File: config.mk
export PLATFORM = sky130hd
export DESIGN_NAME = hcd_doorbell_top
export DESIGN_NICKNAME = d
export VERILOG_FILES = /design/src/rtl/hcd_pkg.sv /design/src/rtl/hcd_event_bits.sv /design/src/rtl/hcd_ctrl_reg.sv /design/src/rtl/hcd_doorbell_top.sv
export SDC_FILE = /design/constraint.sdc
export NUM_CORES = 1
export LEC_CHECK = 0
export ABC_CLOCK_PERIOD_IN_PS = 1900
export BUFFER_PORTS_ARGS = -buffer_cell sky130_fd_sc_hd__buf_2
export CAP_MARGIN = 20
export CORE_AREA = 8 8 64 106
export DETAILED_ROUTE_END_ITERATION = 10
export DIE_AREA = 0 0 72 114
export GPL_TIMING_DRIVEN = 0
export SYNTH_ARGS = -nofsm -noshare
export SYNTH_HDL_FRONTEND = slang
export SYNTH_HIERARCHICAL = 1
export SYNTH_SLANG_ARGS = --single-unit
File: constraint.sdc
create_clock -name clk -period 1.9 [get_ports clk]
set_input_delay 0.38 -clock clk [delete_from_list [all_inputs] [get_ports clk]]
set_output_delay 0.38 -clock clk [all_outputs]
set_load 0.02 [all_outputs]
File: src/rtl/hcd_pkg.sv
package hcd_pkg;
  localparam int REG_AW = 2;

  // host side register addresses
  localparam logic [REG_AW-1:0] H_CTRL  = 2'd0;
  localparam logic [REG_AW-1:0] H_DBELL = 2'd1;
  localparam logic [REG_AW-1:0] H_STAT  = 2'd2;
  localparam logic [REG_AW-1:0] H_IEN   = 2'd3;

  // core side register addresses (2 and 3 unused)
  localparam logic [REG_AW-1:0] C_DBELL = 2'd0;
  localparam logic [REG_AW-1:0] C_STAT  = 2'd1;
endpackage

File: src/rtl/hcd_event_bits.sv
// Vector of independent event bits with set and clear requests.
// SET_WINS picks the collision rule per bit.
module hcd_event_bits #(
  parameter int NCH      = 8,
  parameter bit SET_WINS = 1'b1
) (
  input  logic           clk,
  input  logic           rst,
  input  logic [NCH-1:0] set_i,
  input  logic [NCH-1:0] clr_i,
  output logic [NCH-1:0] bits_q,
  output logic [NCH-1:0] bits_nxt
);
  for (genvar i = 0; i < NCH; i++) begin : g_bit
    if (SET_WINS) begin : g_set_wins
      assign bits_nxt[i] = set_i[i] | (bits_q[i] & ~clr_i[i]);
    end else begin : g_clr_wins
      assign bits_nxt[i] = ~clr_i[i] & (bits_q[i] | set_i[i]);
    end
  end

  always_ff @(posedge clk) begin
    if (rst) bits_q <= '0;
    else     bits_q <= bits_nxt;
  end
endmodule

File: src/rtl/hcd_ctrl_reg.sv
// Host-owned control: core reset hold and interrupt enable mask.
module hcd_ctrl_reg #(
  parameter int NCH = 8
) (
  input  logic           clk,
  input  logic           rst,
  input  logic           we_ctrl,
  input  logic           we_ien,
  input  logic [NCH-1:0] wdata,
  output logic           hold_q,
  output logic [NCH-1:0] ien_q,
  output logic [NCH-1:0] ien_nxt
);
  assign ien_nxt = we_ien ? wdata : ien_q;

  always_ff @(posedge clk) begin
    if (rst) begin
      hold_q <= 1'b1;
      ien_q  <= '0;
    end else begin
      if (we_ctrl) hold_q <= ~wdata[0];
      ien_q <= ien_nxt;
    end
  end
endmodule

File: src/rtl/hcd_doorbell_top.sv
module hcd_doorbell_top
  import hcd_pkg::*;
#(
  parameter int NCH = 8
) (
  input  logic              clk,
  input  logic              rst,
  input  logic              host_we,
  input  logic [REG_AW-1:0] host_addr,
  input  logic [NCH-1:0]    host_wdata,
  output logic [NCH-1:0]    host_rdata,
  input  logic              core_we,
  input  logic [REG_AW-1:0] core_addr,
  input  logic [NCH-1:0]    core_wdata,
  output logic [NCH-1:0]    core_rdata,
  output logic              core_rst_o,
  output logic              core_irq_o,
  output logic              host_irq_o
);
  logic           hold_q;
  logic [NCH-1:0] ien_q, ien_nxt;
  logic [NCH-1:0] db_q, db_nxt, st_q, st_nxt;
  logic [NCH-1:0] db_set, db_clr, st_set, st_clr;
  logic           core_live;
  logic [NCH-1:0] host_rd_mux, core_rd_mux;
  logic           core_irq_q, host_irq_q;
  logic [NCH-1:0] host_rdata_q, core_rdata_q;

  // core writes only count once the core is out of reset
  assign core_live = core_we & ~hold_q;

  assign db_set = (host_we   && host_addr == H_DBELL) ? host_wdata : '0;
  assign db_clr = (core_live && core_addr == C_DBELL) ? core_wdata : '0;
  assign st_set = (core_live && core_addr == C_STAT)  ? core_wdata : '0;
  assign st_clr = (host_we   && host_addr == H_STAT)  ? host_wdata : '0;

  hcd_ctrl_reg #(.NCH(NCH)) u_ctrl (
    .clk     (clk),
    .rst     (rst),
    .we_ctrl (host_we && host_addr == H_CTRL),
    .we_ien  (host_we && host_addr == H_IEN),
    .wdata   (host_wdata),
    .hold_q  (hold_q),
    .ien_q   (ien_q),
    .ien_nxt (ien_nxt)
  );

  hcd_event_bits #(.NCH(NCH), .SET_WINS(1'b1)) u_dbell (
    .clk      (clk),
    .rst      (rst),
    .set_i    (db_set),
    .clr_i    (db_clr),
    .bits_q   (db_q),
    .bits_nxt (db_nxt)
  );

  hcd_event_bits #(.NCH(NCH), .SET_WINS(1'b1)) u_stat (
    .clk      (clk),
    .rst      (rst),
    .set_i    (st_set),
    .clr_i    (st_clr),
    .bits_q   (st_q),
    .bits_nxt (st_nxt)
  );

  always_comb begin
    host_rd_mux = '0;
    unique case (host_addr)
      H_CTRL:  host_rd_mux[0] = ~hold_q;
      H_DBELL: host_rd_mux = db_q;
      H_STAT:  host_rd_mux = st_q;
      default: host_rd_mux = ien_q;
    endcase
  end

  always_comb begin
    core_rd_mux = '0;
    if (core_addr == C_DBELL)     core_rd_mux = db_q;
    else if (core_addr == C_STAT) core_rd_mux = st_q;
  end

  always_ff @(posedge clk) begin
    if (rst) begin
      core_irq_q   <= 1'b0;
      host_irq_q   <= 1'b0;
      host_rdata_q <= '0;
      core_rdata_q <= '0;
    end else begin
      core_irq_q   <= |db_nxt;
      host_irq_q   <= |(st_nxt & ien_nxt);
      host_rdata_q <= host_rd_mux;
      core_rdata_q <= core_rd_mux;
    end
  end

  assign core_rst_o = hold_q;
  assign core_irq_o = core_irq_q;
  assign host_irq_o = host_irq_q;
  assign host_rdata = host_rdata_q;
  assign core_rdata = core_rdata_q;
endmodule

# After elaboration in Yosys (flattened, before gate mapping)
# Index checks and enable logic that the tools add are counted.
[op_classes]
n_eq_ne = 4
mux = 9
bitwise_logic = 52
reduce_logical = 10
[op_table]
columns = ["op", "count"]
rows = [
  ["$mux W8", 7],
  ["$pmux W7 S3", 1],
  ["$not A1 Y1", 18],
  ["$and A1 B1 Y1", 17],
  ["$or A1 B1 Y1", 16],
  ["$reduce_or A8 Y1", 2],
  ["$and A8 B8 Y8", 1],
  ["$logic_and A1 B1 Y1", 6],
  ["$eq A2 B1 Y1 const B", 2],
  ["$eq A2 B2 Y1 const B", 2],
  ["$logic_not A2 Y1", 2],
  ["$pmux W1 S3", 1],
]
[word_totals]
regBits = 43
in_bits = 24
out_inout_bits = 19
wordCells = 83

# Depth between registers and ports, before layout
[logic_depth]
ltp_word = 8
ltp_mapped = 8
ltp_nobuf = 7

# By module
# The synthesis kept the hierarchy.
[by_module_without_submodules]
columns = ["module", "n_inst", "cells_each", "area_each_um2"]
rows = [
  ["hcd_doorbell_top", 1, 113, 1104.8],
  ["hcd_event_bits", 2, 41, 411.6],
  ["hcd_ctrl_reg", 1, 29, 379.1],
]

# Least setup slack after synthesis
# Ideal clock, no wire load.
[synth_path]
path_kind = "input -> register"
start = "in core_addr[0]"
end = "reg core_irq_q (netlist: core_irq_o)"
setup_ns = 0.137
arrival_time_ns = 1.495
required_ns = 1.763
setup_slack_ns = 0.268
stages = 7
cell_sequence = "buf_6 nor4b_4 and2_1 nand2b_4 nand2_1 nor4_1 a21oi_1"
[synth_between]
elab_chain_cells = 7
word_cells_on_any_way = 28
classes_between = "mux: 1; bitwise: 24; reduce/logical: 3"
[synth_rtl]
columns = ["element", "line", "text"]
rows = [
  ["start, declared", "hcd_doorbell_top.sv:13", "input logic [REG_AW-1:0] core_addr,"],
  ["$logic_not A2 Y1", "hcd_doorbell_top.sv:33", "assign db_clr = (core_live && core_addr == C_DBELL) ? core_wdata : '0;"],
  ["$logic_and A1 B1 Y1", "hcd_doorbell_top.sv:33", ""],
  ["$mux W8", "hcd_doorbell_top.sv:33", ""],
  ["named net db_clr[1]", "hcd_doorbell_top.sv:23", "logic [NCH-1:0] db_set, db_clr, st_set, st_clr;"],
  ["$not A1 Y1", "hcd_event_bits.sv:16", "assign bits_nxt[i] = set_i[i] | (bits_q[i] & ~clr_i[i]);"],
  ["$and A1 B1 Y1", "hcd_event_bits.sv:16", ""],
  ["$or A1 B1 Y1", "hcd_event_bits.sv:16", ""],
  ["named net db_nxt[1]", "hcd_doorbell_top.sv:22", "logic [NCH-1:0] db_q, db_nxt, st_q, st_nxt;"],
  ["$reduce_or A8 Y1", "hcd_doorbell_top.sv:89", "core_irq_q <= |db_nxt;"],
  ["end signal, assigned", "hcd_doorbell_top.sv:89", ""],
  ["end, declared", "hcd_doorbell_top.sv:26", "logic core_irq_q, host_irq_q;"],
]
# The timed path passes the listed nets, and every way through them passes these cells.
# A chain may end at the register's enable or synchronous reset.

# Worst setup path after layout
[layout_path]
start = "reg u_ctrl.hold_q"
end = "reg core_irq_q (netlist: core_irq_o)"
[layout_between]
elab_chain_cells = 8
word_cells_on_any_way = 29
classes_between = "mux: 1; bitwise: 26; reduce/logical: 2"
[layout_rtl]
columns = ["element", "line", "text"]
rows = [
  ["start, declared", "hcd_ctrl_reg.sv:10", "output logic hold_q,"],
  ["start signal, assigned", "hcd_ctrl_reg.sv:21", "if (we_ctrl) hold_q <= ~wdata[0];"],
  ["$not A1 Y1", "hcd_doorbell_top.sv:30", "assign core_live = core_we & ~hold_q;"],
  ["$and A1 B1 Y1", "hcd_doorbell_top.sv:30", ""],
  ["$logic_and A1 B1 Y1", "hcd_doorbell_top.sv:33", ""],
  ["$mux W8", "hcd_doorbell_top.sv:33", ""],
  ["named net db_clr[5]", "hcd_doorbell_top.sv:23", ""],
  ["$not A1 Y1", "hcd_event_bits.sv:16", ""],
  ["$and A1 B1 Y1", "hcd_event_bits.sv:16", ""],
  ["$or A1 B1 Y1", "hcd_event_bits.sv:16", ""],
  ["named net db_nxt[5]", "hcd_doorbell_top.sv:22", ""],
  ["$reduce_or A8 Y1", "hcd_doorbell_top.sv:89", ""],
]
# The timed path passes the listed nets, and every way through them passes these cells.

==> flow_metrics.py <==
metrics = {
    "status": {
        "status": "finished clean",
    },
    "timing": {
        "finClkSkew_ns": 0.0128,
        "slew_headroom": 0.574,
        "tightest_slew_ns": 0.639,
        "period_share": 0.934,
        "rsz0062_at_grt": "no",
        "setup_violations": 0,
        "timing_hold_violations_final": 0,
        "fmax_ghz": 0.563,
        "slew_viol_final": 0,
        "period_needed_ns": 1.78,
    },
    "detailed_routing": {
        "num_vias": 1671,
        "wire_per_inst_um": 15.9,
        "drc": 0,
        "drt_first_pass_iters": 4,
        "drt_iter0_drc": 78,
        "vias_per_cell": 4.79,
        "wirelength_um": 5550,
        "ant_nets": 0,
    },
    "cts": {
        "cts_buffer_depth": 2,
        "cts.sinks": 43,
        "cts_tree": "done",
        "cts_buffers": 5,
        "holdBufCountCts": 0,
        "ctsHtreeMaxLevel": 2,
        "cts-root-buf": "clkbuf_8",
        "clk_latency_ns": 0.31,
        "clk_pin_slew_worst_paths_ns": 0.09,
    },
    "power": {
        "switching_share": 0.247,
        "clkPwrFrac": 0.387,
        "power_frac_comb": 0.114,
        "seqPwrFrac": 0.499,
        "internal-power_uw": 1410,
        "peakVddDrop_uv": 390,
        "leakage_uw": 0.00119,
        "power_switching_uw": 464,
        "p_per_area_nw_per_um2": 685,
    },
    "min_path": {
        "hp-class": "primary input to register",
    },
    "run": {
        "cap_violations": 0,
    },
    "floorplan": {
        "core_area_um2": 5300,
        "fp.dieArea_um2": 8210,
        "dieHeight_um": 114,
        "row_count": 35,
        "dieWidth_um": 72,
        "io_pins": 43,
        "start_util": 0.435,
    },
    "setup_path": {
        "crit_fanout": 5,
        "cp-end-kind": "register",
        "arrival_ns": 1.94,
        "worst-r2r-cell-count": 7,
        "crit_start": "u_ctrl/hold_q",
        "required_ns": 2.07,
        "r2r_slack_ns": 0.12,
        "crit_path_start_kind": "register",
        "setup.worst_path.class": "register to register",
        "r2r-end": "core_irq_o",
        "r2r-start": "u_ctrl/hold_q",
        "crit_path_end": "core_irq_o",
    },
    "global_routing": {
        "grt_use_total": 0.142,
        "grt_pass1_vias": 1740,
        "overflow": 0,
        "grt_pass1_wl_um": 8740,
        "grt_antenna_before_repair": 0,
        "grt_max_degree": 15,
    },
    "cells_and_area": {
        "fin_nets": 298,
        "final_cell_mix": "dfxtp_1, buf_2, and2_1",
        "finish.instance_area_um2": 2740,
        "final_common_cell": "dfxtp_1",
        "layout.cells.non_filler": 349,
        "antenna_cells": 0,
        "drive_above_1_share": 0.433,
        "synthToLayoutAreaGrowth_pct": 18.7,
        "final.fill_count": 537,
    },
    "yosys": {
        "syn_area_um2": 2310,
        "syn_avg_cell_area_um2": 10.3,
        "yosysUniqueCellTypes": 31,
        "synth-seq-cells": 43,
        "yosys_warnings": 6,
        "ys_seq_area_frac": 0.373,
        "synthCells": 224,
        "synthesis.nets": 248,
    },
    "placed_design": {
        "dp_cells": 339,
        "dpl_cell_area_um2": 2610,
        "io_buffers": 41,
        "gp_congestion": 0.805,
        "hpwlAfterDp_um": 4090,
    },
}
## metrics by stage
step / utilization / setup WS, ns / hold WS, ns / TNS [ns] / power, uW
final: 0.517 / 0.125 / 0.384 / 0 / 1880
after global routing: 0.517 / 0.0450 / 0.391 / 0 / 1940
after CTS: 0.513 / 0.0435 / 0.382 / 0 / 1890
after detailed placement: 0.492 / -0.268 / 0.506 / -0.435 / 1170
after global placement: 0.492 / -0.272 / 0.495 / -0.459 / 1170
after floorplan: - / 0.268 / 0.452 / 0 / 1090
## critical path, stage by stage, from the launching register on
cell and delay [ns]:
dfxtp_1 0.38, nor4b_4 0.31, buf_4 0.19, and2_1 0.13
nand2b_4 0.12, nand2_1 0.05, nor4_1 0.33, a21oi_1 0.14
## routing by layer
metal | up-vias | GRT usage | share of wire
met5 | - | 0 | 0
li1 | 833 | - | -
met1 | 781 | 0.150 | 0.40
met3 | 11 | 0.0387 | 0.056
met4 | 0 | 0.0782 | 0.028
met2 | 46 | 0.246 | 0.51
## sequential cells by signal, indices dropped and copies added, names as in the netlist
signal,count
u_ctrl/ien_q,8
host_irq_o,1
core_rdata,8
u_ctrl/hold_q,1
host_rdata,8
core_irq_o,1
u_dbell/bits_q,8
u_stat/bits_q,8
## cell usage after synthesis
| master | count | area, um2 |
|---|---|---|
| or2_2 | 2 | 12.5 |
| and2_1 | 32 | 200 |
| mux2i_1 | 8 | 80.1 |
| nor2_2 | 1 | 6.26 |
| a22oi_2 | 6 | 75.1 |
| and4bb_4 | 1 | 16.3 |
| a21oi_2 | 16 | 140 |
| nand2b_4 | 16 | 220 |
| mux4_2 | 1 | 22.5 |
| a21oi_1 | 1 | 5.00 |
| nor4b_4 | 1 | 23.8 |
| a41oi_1 | 1 | 8.76 |
| nor2_1 | 15 | 56.3 |
| buf_4 | 1 | 7.51 |
| nor2b_1 | 9 | 56.3 |
| mux2_2 | 1 | 11.3 |
| a21o_1 | 1 | 7.51 |
| mux2_4 | 14 | 210 |
| and3b_1 | 1 | 8.76 |
| buf_6 | 5 | 56.3 |
| a22oi_1 | 5 | 37.5 |
| nand2_1 | 18 | 67.6 |
| clkbuf_1 | 2 | 7.51 |
| dfxtp_1 | 43 | 861 |
| nor2b_4 | 1 | 13.8 |
| nor3b_1 | 1 | 7.51 |
| nor4_1 | 2 | 12.5 |
| inv_2 | 1 | 3.75 |
| and3_1 | 1 | 6.26 |
| inv_1 | 16 | 60.1 |
| buf_2 | 1 | 5.00 |
## worst min path at each step
stage | start | endpoint | slack [ns] | cells after the start
2_1_floorplan | rst | u_ctrl/ien_q[0] | 0.45 | 1
3_3_place_gp | u_stat/bits_q[2] | u_stat/bits_q[2] | 0.49 | 2
3_5_place_dp | u_stat/bits_q[3] | u_stat/bits_q[3] | 0.51 | 2
4_1_cts | host_wdata[0] | u_ctrl/hold_q | 0.38 | 3
5_1_grt | host_wdata[0] | u_ctrl/hold_q | 0.39 | 3
6_report | host_wdata[0] | u_ctrl/hold_q | 0.38 | 3
## cell type report
type | instances | area [um2] | area share
clock inverters | 3 | 43.8 | 0.0160
multi-input cells | 155 | 1310 | 0.479
clock buffers | 5 | 68.8 | 0.0251
plain buffers | 9 | 76.3 | 0.0279
well taps | 74 | 92.6 | 0.0338
inverters | 17 | 63.8 | 0.0233
flip-flops and latches | 43 | 861 | 0.314
repair buffers | 43 | 220 | 0.0804
## kinds of logic (layout without fill, tap and decap cells)
| group | after synthesis | in the layout | synth area share |
|---|---|---|---|
| AOI/OAI and AO/OA | 30 | 30 | 0.119 |
| muxes | 24 | 24 | 0.140 |
| and+or+nand+nor | 101 | 101 | 0.307 |
| DFF | 43 | 43 | 0.373 |
| buffers and inverters | 26 | 77 | 0.0607 |
## timing repair
action                     CTS  global route
setup endpoints to repair    1             2
buffers inserted             0             2
pin swaps                    1             1
gates resized for setup      0             1
## power groups by stage
stage	Clock (uW)	Combinational, uW	Sequential [uW]
2_1_floorplan	0	129	963
3_3_place_gp	0	213	956
3_5_place_dp	0	214	957
4_1_cts	743	214	936
5_1_grt	775	230	938
6_report	727	213	935
Power figures use the tool's default switching activity.
